[src/rtl/spkr_pkg.sv]
package spkr_pkg;
  localparam int unsigned BYTE_W = 8;
  localparam int unsigned CNT_W  = 2 * BYTE_W;

  typedef logic [CNT_W-1:0] count_t;

  // ticks spent high in one period: ceil(N/2), count 0 meaning 2**CNT_W
  function automatic count_t high_len(input count_t n);
    if (n == '0) return count_t'(1) << (CNT_W - 1);
    return (n >> 1) + count_t'(n[0]);
  endfunction

  // ticks spent low in one period: floor(N/2), count 0 meaning 2**CNT_W
  function automatic count_t low_len(input count_t n);
    if (n == '0) return count_t'(1) << (CNT_W - 1);
    return n >> 1;
  endfunction
endpackage

[src/rtl/spkr_sysctl.sv]
module spkr_sysctl (
  input  logic       clk,
  input  logic       rst_n,
  input  logic       wr_en,
  input  logic [1:0] wbits,
  output logic       gate,
  output logic       mask,
  output logic       gate_rise
);
  // a write that opens a closed gate is the rising-edge event
  assign gate_rise = wr_en & wbits[0] & ~gate;

  always_ff @(posedge clk) begin
    if (!rst_n) begin
      gate <= 1'b0;
      mask <= 1'b0;
    end else if (wr_en) begin
      gate <= wbits[0];
      mask <= wbits[1];
    end
  end
endmodule

[src/rtl/spkr_cnt_load.sv]
module spkr_cnt_load
  import spkr_pkg::*;
(
  input  logic              clk,
  input  logic              rst_n,
  input  logic              cnt_wr,
  input  logic              cfg_req,
  input  logic [BYTE_W-1:0] wdata,
  output count_t            count,
  output logic              ptr_hi,
  output logic              lo_wr,
  output logic              load_req,
  output logic [BYTE_W-1:0] rd_byte
);
  logic [BYTE_W-1:0] lo_stage;

  assign lo_wr    = cnt_wr & ~ptr_hi;
  assign load_req = cnt_wr &  ptr_hi;
  assign rd_byte  = ptr_hi ? count[CNT_W-1:BYTE_W] : count[BYTE_W-1:0];

  always_ff @(posedge clk) begin
    if (!rst_n) begin
      ptr_hi   <= 1'b0;
      lo_stage <= '0;
      count    <= '0;
    end else if (cfg_req) begin
      ptr_hi <= 1'b0;
    end else if (lo_wr) begin
      lo_stage <= wdata;
      ptr_hi   <= 1'b1;
    end else if (load_req) begin
      count  <= {wdata, lo_stage};
      ptr_hi <= 1'b0;
    end
  end
endmodule

[src/rtl/spkr_sq_wave.sv]
module spkr_sq_wave
  import spkr_pkg::*;
(
  input  logic   clk,
  input  logic   rst_n,
  input  logic   tick,
  input  logic   gate,
  input  logic   cfg_req,
  input  logic   load_req,
  input  logic   gate_rise,
  input  count_t count,
  output logic   sq_out,
  output logic   reload_fire
);
  logic   armed;    // a full count exists since the last control word
  logic   pend;     // reload waiting for the next tick
  count_t phase;    // ticks left in the current half period
  logic   run;

  assign run         = tick & gate & armed & ~cfg_req & ~load_req & ~gate_rise;
  assign reload_fire = run & pend;

  always_ff @(posedge clk) begin
    if (!rst_n) begin
      armed  <= 1'b0;
      pend   <= 1'b0;
      phase  <= '0;
      sq_out <= 1'b1;
    end else if (cfg_req) begin
      armed  <= 1'b0;
      pend   <= 1'b0;
      sq_out <= 1'b1;
    end else if (load_req) begin
      armed <= 1'b1;
      pend  <= 1'b1;
    end else if (gate_rise) begin
      pend <= 1'b1;
    end else if (run) begin
      if (pend) begin
        pend   <= 1'b0;
        sq_out <= 1'b1;
        phase  <= high_len(count);
      end else if (phase == count_t'(1)) begin
        if (sq_out && low_len(count) != '0) begin
          sq_out <= 1'b0;
          phase  <= low_len(count);
        end else begin
          sq_out <= 1'b1;
          phase  <= high_len(count);
        end
      end else begin
        phase <= phase - count_t'(1);
      end
    end
  end
endmodule

[src/rtl/spkr_tone_gen.sv]
module spkr_tone_gen
  import spkr_pkg::*;
#(
  parameter int unsigned        ADDR_W    = 16,
  parameter logic [ADDR_W-1:0]  CTL_ADDR  = 'h61,
  parameter logic [ADDR_W-1:0]  CNT_ADDR  = 'h42,
  parameter logic [ADDR_W-1:0]  MODE_ADDR = 'h43,
  parameter logic [1:0]         SEL_CODE  = 2'b10
) (
  input  logic              clk,
  input  logic              rst_n,
  input  logic              tick,
  input  logic [ADDR_W-1:0] io_addr,
  input  logic              io_wr,
  input  logic [BYTE_W-1:0] io_wdata,
  output logic [BYTE_W-1:0] io_rdata,
  output logic              spkr_out
);
  logic ctl_wr, cnt_wr, cfg_req;
  logic gate, mask, gate_rise;
  logic ptr_hi, lo_wr, load_req, reload_fire, sq_out;
  count_t count;
  logic [BYTE_W-1:0] rd_byte;

  assign ctl_wr  = io_wr && (io_addr == CTL_ADDR);
  assign cnt_wr  = io_wr && (io_addr == CNT_ADDR);
  assign cfg_req = io_wr && (io_addr == MODE_ADDR) && (io_wdata[7:6] == SEL_CODE);

  spkr_sysctl u_ctl (
    .clk, .rst_n, .wr_en(ctl_wr), .wbits(io_wdata[1:0]),
    .gate, .mask, .gate_rise
  );

  spkr_cnt_load u_load (
    .clk, .rst_n, .cnt_wr, .cfg_req, .wdata(io_wdata),
    .count, .ptr_hi, .lo_wr, .load_req, .rd_byte
  );

  spkr_sq_wave u_wave (
    .clk, .rst_n, .tick, .gate, .cfg_req, .load_req, .gate_rise,
    .count, .sq_out, .reload_fire
  );

  assign io_rdata = (io_addr == CNT_ADDR) ? rd_byte : '0;
  assign spkr_out = sq_out & mask;
endmodule

[config.mk]
export PLATFORM = sky130hd
export DESIGN_NAME = spkr_tone_gen
export DESIGN_NICKNAME = d
export VERILOG_FILES = /design/src/rtl/spkr_pkg.sv /design/src/rtl/spkr_sysctl.sv /design/src/rtl/spkr_cnt_load.sv /design/src/rtl/spkr_sq_wave.sv /design/src/rtl/spkr_tone_gen.sv
export SDC_FILE = /design/constraint.sdc
export NUM_CORES = 1
export LEC_CHECK = 0
export BUFFER_PORTS_ARGS = -buffer_cell sky130_fd_sc_hd__buf_2
export CAP_MARGIN = 30
export CORE_MARGIN = 2
export CORE_UTILIZATION = 37
export CTS_CLUSTER_SIZE = 30
export DETAILED_ROUTE_END_ITERATION = 12
export PLACE_DENSITY = 0.67
export SLEW_MARGIN = 20
export SYNTH_ARGS = -nofsm -noshare
export SYNTH_HDL_FRONTEND = slang
export SYNTH_SLANG_ARGS = --single-unit
[constraint.sdc]
create_clock -name clk -period 4.5 [get_ports clk]
set_clock_uncertainty 0.2 [all_clocks]
set_input_delay 0.9 -clock clk [delete_from_list [all_inputs] [get_ports clk]]
set_output_delay 0.9 -clock clk [all_outputs]
set_load 0.005 [all_outputs]
==> impl_metrics.csv <==
group,metric,value,unit
run_status,run_status,"complete, no violations",
clock_network,worst_path_clk_slew,90,ps
clock_network,holdBufCountCts,0,
pwr,power_density,217,nW/µm²
global_routing,grt_use_met3,2.66,%
clock_network,clk-insertion-delay-late,310,ps
sta,timing.final.crit_share,80.4,%
clock_network,ctsRootBufferMaster,"clkbuf_8",
setup_path,critical_path_required,3400,ps
clock_network,cts_tree,"yes",
flow_run,cap_violations,0,
sta,post-route-min-period,3620,ps
global_routing,grt_max_degree,32,
synth,synth_enable_flop_cells,0,
clock_network,tritoncts.num_buffers,5,
drt,routed_wirelength,8.18,mm
global_routing,first_global_vias,2691,
setup_path,timing_worst_setup_path_type,"input pin to output pin",
min_path,kind_of_path_behind_the_tightest_hold_check,"flip-flop to flip-flop",
synth,synth_largest_type_area_fraction,31.4,%
clock_network,post_cts_buffers,0,
synth,synth_top_cells_by_count,"nand2_1 (76), dfxtp_1 (46), a21oi_1 (38), nor2_1 (33), clkbuf_1 (20)",
floorplanning,dieHeight,93.0,µm
floorplanning,num_rows,32,
synth,yosysWarnings,0,
floorplanning,design.core.area,7690,µm²
final_layout,num-nets-final,444,
synth,synth_ff_type,"dfxtp_1",
synth,yosys.cell_count.top_type,"nand2_1",
drt,drcViolationCount,0,
synth,post_synth.cell_area_avg,7.52,µm²
drt,drt-initial-drc-count,275,
sta,fin_tns_setup,0,ps
synth,register_bit_count_reported_by_yosys,46,
clock_network,h-tree-depth,2,
sta,fin_worst_hold_slack,258,ps
placement,place_congestion,0.958,
sta,hold_viol_final,0,
setup_path,cp.arrival,2520,ps
final_layout,finalNonFillerCells,514,
global_routing,grt_most_used_layer,"met2",
synth,number_of_distinct_standard_cells_referenced_by_the_synthesized_netlist,62,
synth,asyncSetResetFlopFracSynth,0,%
synth,yosysTopAreaCell,"dfxtp_1",
setup_path,endpoint_type_of_the_worst_setup_path,"output pin",
sta,max_slew_margin,51.7,%
drt,avgViaCountPerCell,5.72,
synth,synth_area_leaders,"dfxtp_1 (31%), nand2_1 (9.7%), a21oi_1 (6.5%), nor2_1 (4.2%), mux2i_1 (3.8%)",
final_layout,layout-drive-gt1-share,14.8,%
synth,synth.net_count,423,
synth,mapped_cell_area,2930,µm²
sta,rsz0062_at_grt,"no",
floorplanning,floorplan.die_area,8650,µm²
synth,synth_sequential_area_ratio,31.4,%
pwr,p_leak,1.14,nW
global_routing,grt_use_total,19.6,%
placement,portBuffers,36,
placement,post_dp_hpwl,5.84,mm
global_routing,met1_usage,28.4,%
sta,worstMarginPinSlew,725,ps
clock_network,ctsLongestPathBuffers,2,
global_routing,antenna_found_initial,0,
pwr,worst_ir_drop_vdd,119,µV
clock_network,post_cts.resized_instances,0,
drt,route.vias.total,2942,
final_layout,insertedDiodeCount,0,
placement,numPlacedInstances,505,
sta,final-max-slew-violation-count,0,
floorplanning,die_x,93.0,µm
floorplanning,design.portCount,37,
sta,setup_viol_count_final,0,
drt,detailed_router_iteration_count_before_antenna_repair,5,
global_routing,grt-ovfl-total,0,
final_layout,area_delta_synth_final,10.8,%
setup_path,setup.worst_path.start_class,"input pin",
synth,syn_inst,390,
global_routing,global_route.usage.met2,31.0,%
drt,ant_nets,0,
floorplanning,initial_utilization,38.2,%
setup_path,worstPathMaxFanout,8,
drt,route.detailed.wl_per_inst,15.9,µm
global_routing,grt_first_pass_wirelength,13.7,mm
sta,timing.fmax,0.276,GHz
clock_network,clock_sinks,46,
## sequential cells by signal, indices dropped and copies added, names as in the netlist
| register | cells |
|---|---|
| u_load.lo_stage | 8 |
| u_ctl.gate | 1 |
| u_wave.pend | 1 |
| u_load.ptr_hi | 1 |
| u_ctl.mask | 1 |
| u_wave.phase | 16 |
| u_load.count | 16 |
| u_wave.sq_out | 1 |
| u_wave.armed | 1 |
## final timing paths
kind | start | end | slack (ps) | cells past startpoint
hold / removal | u_load.lo_stage[6] | u_load.lo_stage[6] | 260 | 2
hold reg to reg | u_load.lo_stage[6] | u_load.lo_stage[6] | 260 | 2
setup / recovery | io_addr[3] | io_rdata[0] | 880 | 6
setup reg to reg | u_wave.phase[0] | u_wave.phase[0] | 1670 | 7
## stage by stage
| step | power, mW | cell area (µm²) | setup WS (ps) | utilization [%] |
|---|---|---|---|---|
| after global placement | 0.444 | 3150 | 945 | 41.0 |
| after global routing | 0.729 | 3250 | 636 | 42.3 |
| after CTS | 0.708 | 3240 | 876 | 42.2 |
| final | 0.705 | 3250 | 882 | 42.3 |
| after floorplan | 0.425 | 2930 | 1150 | - |
| after detailed placement | 0.444 | 3150 | 880 | 41.0 |
## layout make-up
cell class / count / area, µm²
well taps: 102 / 128
clock buffers: 5 / 68.8
fillers: 805 / 4440
flip-flops and latches: 46 / 921
inverters: 8 / 30.0
clock inverters: 3 / 21.3
repair buffers: 39 / 203
multi-input cells: 311 / 1880
## cells in the final DEF, fill, tap and decap left out, types with 8 or more instances in the layout
cell	count
nor2_1	33
inv_1	8
nand2_1	76
a21oi_1	38
dfxtp_1	46
mux2i_1	11
buf_2	36
o21ai_0	18
nor3_1	10
nand3_1	9
xnor2_1	12
## critical path: stages
cell     delay [ps]
buf_2           100
nor4_1          310
nand4_1         170
or4b_2          750
nor2_1          160
buf_2           120
## routing by layer
metal	wire length (µm)	up-vias	share of wire, %
met4	90	0	1.1
met1	3890	1356	48
met2	3700	119	45
met3	503	14	6.1
met5	0	-	0
li1	-	1453	-
## power by group
group | switching [mW] | leakage [nW] | internal, mW | total, mW
combinational | 0.0162 | 0.724 | 0.0119 | 0.0281
sequential | 0.00000135 | 0.370 | 0.407 | 0.407
clock | 0.160 | 0.0441 | 0.110 | 0.270
total | 0.177 | 1.14 | 0.528 | 0.705
## kinds of logic (layout without fill, tap and decap cells)
group                      Yosys count  in the layout  synth area share [%]
DFF                                 46             46                  31.4
buffers and inverters               33             55                  4.56
muxes                               11             11                  3.75
and+or+nand+nor                    182            182                  31.6
adders and majority gates            5              5                  2.13
AOI/OAI and AO/OA                   95             95                  21.2
xor gates and xnor gates            18             18                  5.38
No activity file was read; power rests on OpenSTA's default activity.
